[config.mk]
export PLATFORM = sky130hd
export DESIGN_NAME = iq_doorbell_ctl
export DESIGN_NICKNAME = d
export VERILOG_FILES = /design/src/rtl/iqdb_pkg.sv /design/src/rtl/iqdb_dbell_cnt.sv /design/src/rtl/iqdb_w1_bits.sv /design/src/rtl/iqdb_qctl.sv /design/src/rtl/iq_doorbell_ctl.sv
export SDC_FILE = /design/constraint.sdc
export NUM_CORES = 1
export LEC_CHECK = 0
export BUFFER_PORTS_ARGS = -buffer_cell sky130_fd_sc_hd__buf_2
export CAP_MARGIN = 20
export CORE_UTILIZATION = 50
export DETAILED_ROUTE_END_ITERATION = 8
export PLACE_DENSITY = 0.71
export SLEW_MARGIN = 30
export SYNTH_ARGS = -nofsm -noshare
export SYNTH_HDL_FRONTEND = slang
export SYNTH_SLANG_ARGS = --single-unit
[constraint.sdc]
create_clock -name clk -period 5 [get_ports clk]
set_input_delay 0.5 -clock clk [delete_from_list [all_inputs] [get_ports clk]]
set_output_delay 0.5 -clock clk [all_outputs]
set_load 0.05 [all_outputs]
[src/rtl/iqdb_pkg.sv]
package iqdb_pkg;
  localparam int NCAUSE = 5;

  // cause bit positions
  localparam int C_MBOX = 0;
  localparam int C_DOVF = 1;
  localparam int C_RDERR = 2;
  localparam int C_WRERR = 3;
  localparam int C_ENGERR = 4;

  // causes that stop the queue when continue-on-error is clear
  localparam logic [NCAUSE-1:0] STOP_MASK =
    (NCAUSE'(1) << C_DOVF) | (NCAUSE'(1) << C_RDERR) | (NCAUSE'(1) << C_WRERR);

  // register addresses
  localparam logic [2:0] RA_QCTL = 3'd0;
  localparam logic [2:0] RA_DBELL = 3'd1;
  localparam logic [2:0] RA_CAUSE_CLR = 3'd2;
  localparam logic [2:0] RA_CAUSE_SET = 3'd3;
  localparam logic [2:0] RA_IEN_SET = 3'd4;
  localparam logic [2:0] RA_IEN_CLR = 3'd5;
  localparam logic [2:0] RA_MBOX = 3'd6;
endpackage

[src/rtl/iqdb_dbell_cnt.sv]
module iqdb_dbell_cnt #(
  parameter int CNT_W = 20,
  parameter int INST_WORDS = 8
) (
  input  logic             clk,
  input  logic             rst,
  input  logic             add_en,
  input  logic [CNT_W-1:0] add_val,
  input  logic             take,
  output logic [CNT_W-1:0] cnt,
  output logic             ovf,
  output logic             has_inst
);
  localparam logic [CNT_W-1:0] STEP = CNT_W'(INST_WORDS);

  logic [CNT_W:0]   sum;
  logic [CNT_W-1:0] cnt_n;

  always_comb begin
    sum = {1'b0, cnt} + (add_en ? {1'b0, add_val} : '0);
    ovf = add_en & sum[CNT_W];
    cnt_n = sum[CNT_W-1:0] - (take ? STEP : '0);
  end

  always_ff @(posedge clk) begin
    if (rst) cnt <= '0;
    else     cnt <= cnt_n;
  end

  assign has_inst = (cnt >= STEP);
endmodule

[src/rtl/iqdb_w1_bits.sv]
module iqdb_w1_bits #(
  parameter int W = 5
) (
  input  logic         clk,
  input  logic         rst,
  input  logic [W-1:0] sw_set,
  input  logic [W-1:0] sw_clr,
  input  logic [W-1:0] hw_set,
  output logic [W-1:0] q
);
  // set (hardware or software) beats a software clear on each bit
  for (genvar i = 0; i < W; i++) begin : g_bit
    always_ff @(posedge clk) begin
      if (rst)                        q[i] <= 1'b0;
      else if (hw_set[i] | sw_set[i]) q[i] <= 1'b1;
      else if (sw_clr[i])             q[i] <= 1'b0;
    end
  end
endmodule

[src/rtl/iqdb_qctl.sv]
module iqdb_qctl (
  input  logic clk,
  input  logic rst,
  input  logic wr,
  input  logic wr_ena,
  input  logic wr_cont,
  input  logic stop_evt,
  output logic ena,
  output logic cont_err
);
  always_ff @(posedge clk) begin
    if (rst) begin
      ena      <= 1'b0;
      cont_err <= 1'b0;
    end else begin
      if (wr) cont_err <= wr_cont;
      if (stop_evt) ena <= 1'b0;
      else if (wr)  ena <= wr_ena;
    end
  end
endmodule

[src/rtl/iq_doorbell_ctl.sv]
module iq_doorbell_ctl
  import iqdb_pkg::*;
#(
  parameter int CNT_W = 20,
  parameter int INST_WORDS = 8
) (
  input  logic             clk,
  input  logic             rst,
  input  logic             reg_wr,
  input  logic             reg_rd,
  input  logic [2:0]       reg_addr,
  input  logic [CNT_W-1:0] reg_wdata,
  output logic [CNT_W-1:0] rd_data,
  input  logic             fetch_pulse,
  input  logic             rd_err_pulse,
  input  logic             wr_err_pulse,
  input  logic             eng_err_pulse,
  output logic             fetch_req,
  output logic             q_enable,
  output logic             irq
);
  logic [CNT_W-1:0]  dbell_cnt;
  logic              dbell_ovf, has_inst, cont_err_q, stop_evt;
  logic [NCAUSE-1:0] cause_q, ien_q, wmask;
  logic [NCAUSE-1:0] cause_set_sw, cause_clr_sw, cause_hw;
  logic [NCAUSE-1:0] ien_set, ien_clr;
  logic              wr_qctl, wr_dbell, wr_mbox;
  logic [CNT_W-1:0]  rd_next;

  assign wmask        = reg_wdata[NCAUSE-1:0];
  assign wr_qctl      = reg_wr && (reg_addr == RA_QCTL);
  assign wr_dbell     = reg_wr && (reg_addr == RA_DBELL);
  assign wr_mbox      = reg_wr && (reg_addr == RA_MBOX);
  assign cause_set_sw = (reg_wr && reg_addr == RA_CAUSE_SET) ? wmask : '0;
  assign cause_clr_sw = (reg_wr && reg_addr == RA_CAUSE_CLR) ? wmask : '0;
  assign ien_set      = (reg_wr && reg_addr == RA_IEN_SET) ? wmask : '0;
  assign ien_clr      = (reg_wr && reg_addr == RA_IEN_CLR) ? wmask : '0;

  always_comb begin
    cause_hw           = '0;
    cause_hw[C_MBOX]   = wr_mbox;
    cause_hw[C_DOVF]   = dbell_ovf;
    cause_hw[C_RDERR]  = rd_err_pulse;
    cause_hw[C_WRERR]  = wr_err_pulse;
    cause_hw[C_ENGERR] = eng_err_pulse;
  end

  assign stop_evt  = !cont_err_q && |((cause_hw | cause_set_sw) & STOP_MASK);
  assign fetch_req = q_enable && has_inst;

  iqdb_dbell_cnt #(.CNT_W(CNT_W), .INST_WORDS(INST_WORDS)) u_cnt (
    .clk(clk), .rst(rst), .add_en(wr_dbell), .add_val(reg_wdata),
    .take(fetch_pulse && fetch_req), .cnt(dbell_cnt), .ovf(dbell_ovf),
    .has_inst(has_inst)
  );

  iqdb_w1_bits #(.W(NCAUSE)) u_cause (
    .clk(clk), .rst(rst), .sw_set(cause_set_sw), .sw_clr(cause_clr_sw),
    .hw_set(cause_hw), .q(cause_q)
  );

  iqdb_w1_bits #(.W(NCAUSE)) u_ien (
    .clk(clk), .rst(rst), .sw_set(ien_set), .sw_clr(ien_clr),
    .hw_set('0), .q(ien_q)
  );

  iqdb_qctl u_qctl (
    .clk(clk), .rst(rst), .wr(wr_qctl), .wr_ena(reg_wdata[0]),
    .wr_cont(reg_wdata[1]), .stop_evt(stop_evt), .ena(q_enable),
    .cont_err(cont_err_q)
  );

  assign irq = |(cause_q & ien_q);

  always_comb begin
    rd_next = '0;
    case (reg_addr)
      RA_QCTL: begin
        rd_next[0] = q_enable;
        rd_next[1] = cont_err_q;
      end
      RA_DBELL:                  rd_next = dbell_cnt;
      RA_CAUSE_CLR, RA_CAUSE_SET: rd_next[NCAUSE-1:0] = cause_q;
      RA_IEN_SET, RA_IEN_CLR:     rd_next[NCAUSE-1:0] = ien_q;
      default:                   rd_next = '0;
    endcase
  end

  always_ff @(posedge clk) begin
    if (rst)         rd_data <= '0;
    else if (reg_rd) rd_data <= rd_next;
  end
endmodule

* Yosys cells after proc, flatten, opt, wreduce, memory -nomap -nowiden
Cells that the tools add are included.
** Storage, ports and cells
- Logic and storage cells :: 87
- Output and inout port bits :: 23
- Register bits after elaboration :: 52
** Cells by class
- Mux-type cells :: 29
- Bitwise logic cells :: 8
- Equality and inequality tests :: 6
- Add/subtract/negate cells :: 2
- Reduce and logical (&&, ||, !) cells :: 27
- $lt $le $gt $ge :: 1
** Operator list (count)
- adder 20 x 21 -> 21 bit :: 1
- greater-or-equal comparator 20 x 4 -> 1 bit, second input constant :: 1
- 2-to-1 mux 1 bit :: 20
- 2-to-1 mux 20 bit :: 1
- 2-to-1 mux 5 bit :: 4
- nonzero test 2 bit :: 10
- subtractor 20 bit :: 1
- 2-to-1 mux 15 bit :: 1
- logical AND 1 bit :: 10
- == test 3 bit, second input constant :: 3
- one-hot mux 3 bit (3 select lines) :: 1
- one-hot mux 2 bit (4 select lines) :: 1
- == test 3 x 2 -> 1 bit, second input constant :: 2
- OR reduction 2 bit :: 3
- bitwise AND 5 bit :: 1
- bitwise OR 1 bit :: 5
- OR reduction 5 bit :: 1
- 2-to-1 mux 4 bit :: 1
- bitwise OR 4 bit :: 1
- == test 3 x 1 -> 1 bit, second input constant :: 1
- zero test 3 bit :: 1
- OR reduction 3 bit :: 1
- bitwise AND 1 bit :: 1
- zero test 1 bit :: 1

* Depth between registers and ports, before layout
- Word-level depth :: 9
- Mapped depth :: 17
- Depth with buffers taken out :: 15

* Cells and area by module
From an unflattened synthesis, not the netlist that was laid out.
** Unflattened totals
- Cells, all modules :: 465
- Area, all modules :: 3866.2 sq um
** Modules (own cells, without submodules)
- iqdb_dbell_cnt :: area an instance 2229.6 sq um, seq. area each 400.4 sq um, instances 1, cells each 288
- iq_doorbell_ctl :: area an instance 1212.4 sq um, seq. area each 400.4 sq um, instances 1, cells each 131
- iqdb_w1_bits :: area an instance 175.2 sq um, seq. area each 100.1 sq um, instances 2, cells each 20
- iqdb_qctl :: area an instance 73.8 sq um, seq. area each 40.0 sq um, instances 1, cells each 6

* Worst setup path after synthesis
Ideal clock, no wire load.
- Kind :: input-to-reg
- From :: input port reg_addr[0]
- To :: register u_cnt.cnt[17]
- Required time :: 4.930 ns
- Stages :: 14
- Buffers on the path :: 2
- Setup slack :: 0.832 ns
- Arrival :: 4.098 ns
- Cells stage by stage :: clkbuf_1 nand2_1 nor3_1 clkbuf_1 and2_1 ha_1 nor2b_1 o31a_1 o2111a_1 or3_1 a21oi_1 or4b_4 or4_1 a21oi_1
** On the way
- Cells in the longest elaborated chain, start to end :: 5
** RTL lines
- start: declaration :: line iq_doorbell_ctl.sv:11 : input logic [2:0] reg_addr,
- == test 3 x 1 -> 1 bit :: line iq_doorbell_ctl.sv:32 : assign wr_dbell = reg_wr && (reg_addr == RA_DBELL);
- logical AND 1 bit :: line iq_doorbell_ctl.sv:32
- 2-to-1 mux 20 bit :: line iqdb_dbell_cnt.sv:20 : sum = {1'b0, cnt} + (add_en ? {1'b0, add_val} : '0);
- adder 20 x 21 -> 21 bit :: line iqdb_dbell_cnt.sv:20
- subtractor 20 bit :: line iqdb_dbell_cnt.sv:22 : cnt_n = sum[CNT_W-1:0] - (take ? STEP : '0);
- end signal: assignment :: line iqdb_dbell_cnt.sv:27 : else cnt <= cnt_n;
- end: declaration :: line iqdb_dbell_cnt.sv:10 : output logic [CNT_W-1:0] cnt,
No other way between the ends.
A chain may end at the register's enable or synchronous reset.

* Final worst setup path
Ends and elaborated chain as after synthesis.

==> results by group <==
Synth
  – Post-synth design cell area: 0.00365 mm²
  – Distinct cell type count after synthesis: 66
  – Yosys warnings: 0
  – Mapped Avg Cell Area: 7.80 µm²
  – Most common flop cell mapped by yosys: dfxtp_1
  – Synthesized instance count: 468
  – Post-synth EDFFs: 0
  – #FFs+latches synth: 52
  – Post-synth ARST share: 0%
  – Seq/Total Area, Yosys: 28.5%
  – Mapped Nets: 525

Setup path
  – Worst-path fanout max: 12
  – Crit path arrival time: 4.50 ns
  – Crit start category: input pin
  – R2R Path Start: u_cnt.cnt[8]$_SDFF_PP0_
  – Flop-to-flop setup slack: 1.57 ns
  – Slowest cell delay on critical path: 0.52 ns
  – CP startpoint: reg_addr[0]
  – CP Cell Sequence: buf_2 > nand2_1 > nor3_2 > and2_1 > ha_1 > inv_1 > fa_1 > nor2b_1 > o31a_1 > o2111a_1 > o21ai_0 > a21oi_1 > or4b_4 > or4_1 > a21oi_1
  – RR Endpoint: u_cnt.cnt[17]$_SDFF_PP0_
  – Setup crit end kind: register
  – Worst setup path endpoint: u_cnt.cnt[17]$_SDFF_PP0_
  – Slowest-stage cell, CP: or4b_4
  – CP required: 5.23 ns
  – Crit Path Class: in -> reg
  – Worst R2R Path Depth: 9
  – Cell mode on critical path: a21oi_1

Hold path
  – HP Class: in -> reg
  – Hold Crit Start: eng_err_pulse

Place
  – Pre-CTS WS: 0.450 ns
  – Port Buf Inserts: 53
  – Final Wtd Congestion: 0.939
  – Placed cell area: 0.00399 mm²
  – Final HPWL DP: 7560 µm

Timing
  – Setup ws final: 0.732 ns
  – Finish-stage setup viols: 0
  – Final Hold Fails: 0
  – Crit share post-route: 85.4%
  – Max transition margin: 35.5%
  – Worst Tran Pin Value: 0.967 ns
  – Fin crit period: 4.27 ns
  – Post-Route Setup TNS: 0 ns
  – Max Clock Freq: 234 MHz
  – Count of pins over their slew limit: 0
  – Max Clock Skew: 0.00743 ns
  – Unrepaired setup endpoints after global routing: false

CTS
  – Worst-path clk slew: 0.10 ns
  – Post-CTS setup repair buffer count: 0
  – Clock Latency Late Sink: 0.31 ns
  – Max Root-Sink Buffers: 2
  – H-tree levels: 2
  – CTS tree: built
  – CTS Sinks: 52
  – Root buf cell: clkbuf_8
  – Post-CTS Hold Buffers: 0
  – CTS buffer count: 5
  – CTS resizes: 0

Flow run
  – Max-Cap Viols: 0

Routing
  – Pre-Repair DR Iteration Count: 4
  – Final WL: 9900 µm
  – # DRC: 0
  – DRT iter0 DRCs: 208
  – Via density: 6.00
  – Via count: 3649
  – Drt wl/cell: 16.3 µm
  – Final ANT Viol Nets: 0

Cells and area
  – Total Nets Final: 568
  – Finished Core Util: 59.1%
  – # diodes: 0
  – Design Area, Final: 0.00408 mm²
  – Synthesis-to-finish area growth: 11.9%
  – Layout cells sized above 1: 15.2%
  – Fill cells: 686

Die
  – Num rows: 30
  – Die W: 87.4 µm
  – Die Area: 0.00764 mm²
  – Core area: 0.00691 mm²
  – Initial Util: 52.8%
  – Die height: 87.4 µm
  – Io pins: 54

Global routing
  – First-pass GRT wire length: 16200 µm
  – Total GRT Usage: 27.1%
  – Total grt overflow: 0
  – Largest net degree at the start of global routing: 53
  – Vias in the first global route: 3403
  – Antenna violations before repair: 0

Power and ir drop
  – Total power: 865 µW
  – Pleak: 0.00173 µW
  – Pwr/cell area: 212 mW/mm²
  – Seq pwr share: 51.0%
  – Maximum VDD drop: 0.102 mV
  – Gate power share: 20.7%
  – Clock power frac: 28.3%
  – Net switching power: 267 µW
  – P_int: 598 µW
  – Switching Fraction: 30.9%

Run status
  – Outcome: finished, final reports clean
cell families (layout without fill, tap and decap cells):
family / Yosys count / in the layout / share of synthesized area [%]
adders and majority gates: 26 / 26 / 9.12
buffers and inverters: 36 / 80 / 3.84
and+or+nand+nor: 205 / 205 / 29.4
xor gates and xnor gates: 14 / 14 / 3.36
AOI/OAI and AO/OA: 129 / 129 / 24.0
DFF: 52 / 52 / 28.5
muxes: 6 / 6 / 1.71
flip-flops by register name, indices dropped and copies added (netlist names):
| signal | flops |
|---|---|
| u_qctl.ena | 1 |
| u_qctl.cont_err | 1 |
| u_cause.q | 5 |
| rd_data | 20 |
| u_cnt.cnt | 20 |
| u_ien.q | 5 |
synth_stat cells (6+ instances only):
| cell type | count | area share (%) |
|---|---|---|
| clkbuf_1 | 17 | 1.7 |
| xnor2_1 | 11 | 2.6 |
| inv_1 | 16 | 1.6 |
| a22oi_1 | 6 | 1.2 |
| o21ai_0 | 19 | 2.6 |
| ha_1 | 25 | 8.6 |
| nand2_1 | 39 | 4.0 |
| nor2_1 | 53 | 5.5 |
| or3_1 | 6 | 1.0 |
| nor4_1 | 7 | 1.2 |
| and2_1 | 22 | 3.8 |
| nand3_1 | 20 | 2.7 |
| dfxtp_1 | 52 | 29 |
| a21oi_1 | 42 | 5.8 |
| nor3_1 | 14 | 1.9 |
| nor2b_1 | 6 | 1.0 |
| a21o_1 | 9 | 1.9 |
| a222oi_1 | 6 | 1.6 |
layer usage:
metal / GRT usage, % / routed length, µm / vias up
met1: 35.4 / 4560 / 1712
met3: 2.75 / 382 / 21
li1: - / - / 1817
met2: 45.3 / 4680 / 99
met5: 0 / 0 / -
met4: 11.5 / 284 / 0
critical path: cells and delay by family:
family                     cells  cell delay, ns
and+or+nand+nor                6            2.11
adders and majority gates      2            0.56
AOI/OAI and AO/OA              5            1.06
buffers and inverters          2            0.25
power groups by stage:
stage               logic [µW]  clock network [µW]  registers, µW
floorplan                  125                   0            448
CTS                        177                 251            441
finish                     179                 245            441
detailed placement         176                   0            450
global placement           173                   0            450
global route               198                 264            442
placed cells by master, fill, tap and decap left out, types with 4 or more instances in the layout:
master and n:
nand4_1 5, ha_1 25, nor2_1 53, clkbuf_8 5
inv_1 16, buf_2 53, and2_1 22, nor4_1 7
dfxtp_1 52, nand2_1 39, nor3_1 12, o21ai_0 19
or3_1 6, and3_1 5, nand2b_1 5, nand3_1 20
a222oi_1 6, or4_1 4, a211oi_1 5, xnor2_1 11
a22oi_1 6, a31oi_1 4, nor2b_1 6, a21o_1 9
o31ai_1 5, mux2i_1 4, a21oi_1 42
final cells by class:
cell class	instances	area, µm²	area share, %
Timing Repair Buffer	56	288	7.05
Clock buffer	6	72.6	1.78
Sequential cell	52	1040	25.5
Inverter	16	60.1	1.47
Multi-Input combinational cell	380	2480	60.9
Tap cell	96	120	2.94
Clock inverter	2	16.3	0.399
through the flow:
step,hold slack [ns],std cells
6_report,0.402,608
2_1_floorplan,0.481,468
5_1_grt,0.418,608
3_5_place_dp,0.443,600
3_3_place_gp,0.446,600
4_1_cts,0.401,608
worst min path at each step:
stage,slack [ns],cells past startpoint,to
2_1_floorplan,0.48,2,rd_data[13]$_SDFFE_PP0P_
3_3_place_gp,0.45,2,rd_data[9]$_SDFFE_PP0P_
3_5_place_dp,0.44,2,rd_data[19]$_SDFFE_PP0P_
4_1_cts,0.40,3,u_cause.q[4]$_SDFFE_PP0P_
5_1_grt,0.42,3,u_cause.q[4]$_SDFFE_PP0P_
6_report,0.40,3,u_cause.q[4]$_SDFFE_PP0P_
(Power assumes the default switching activity.)
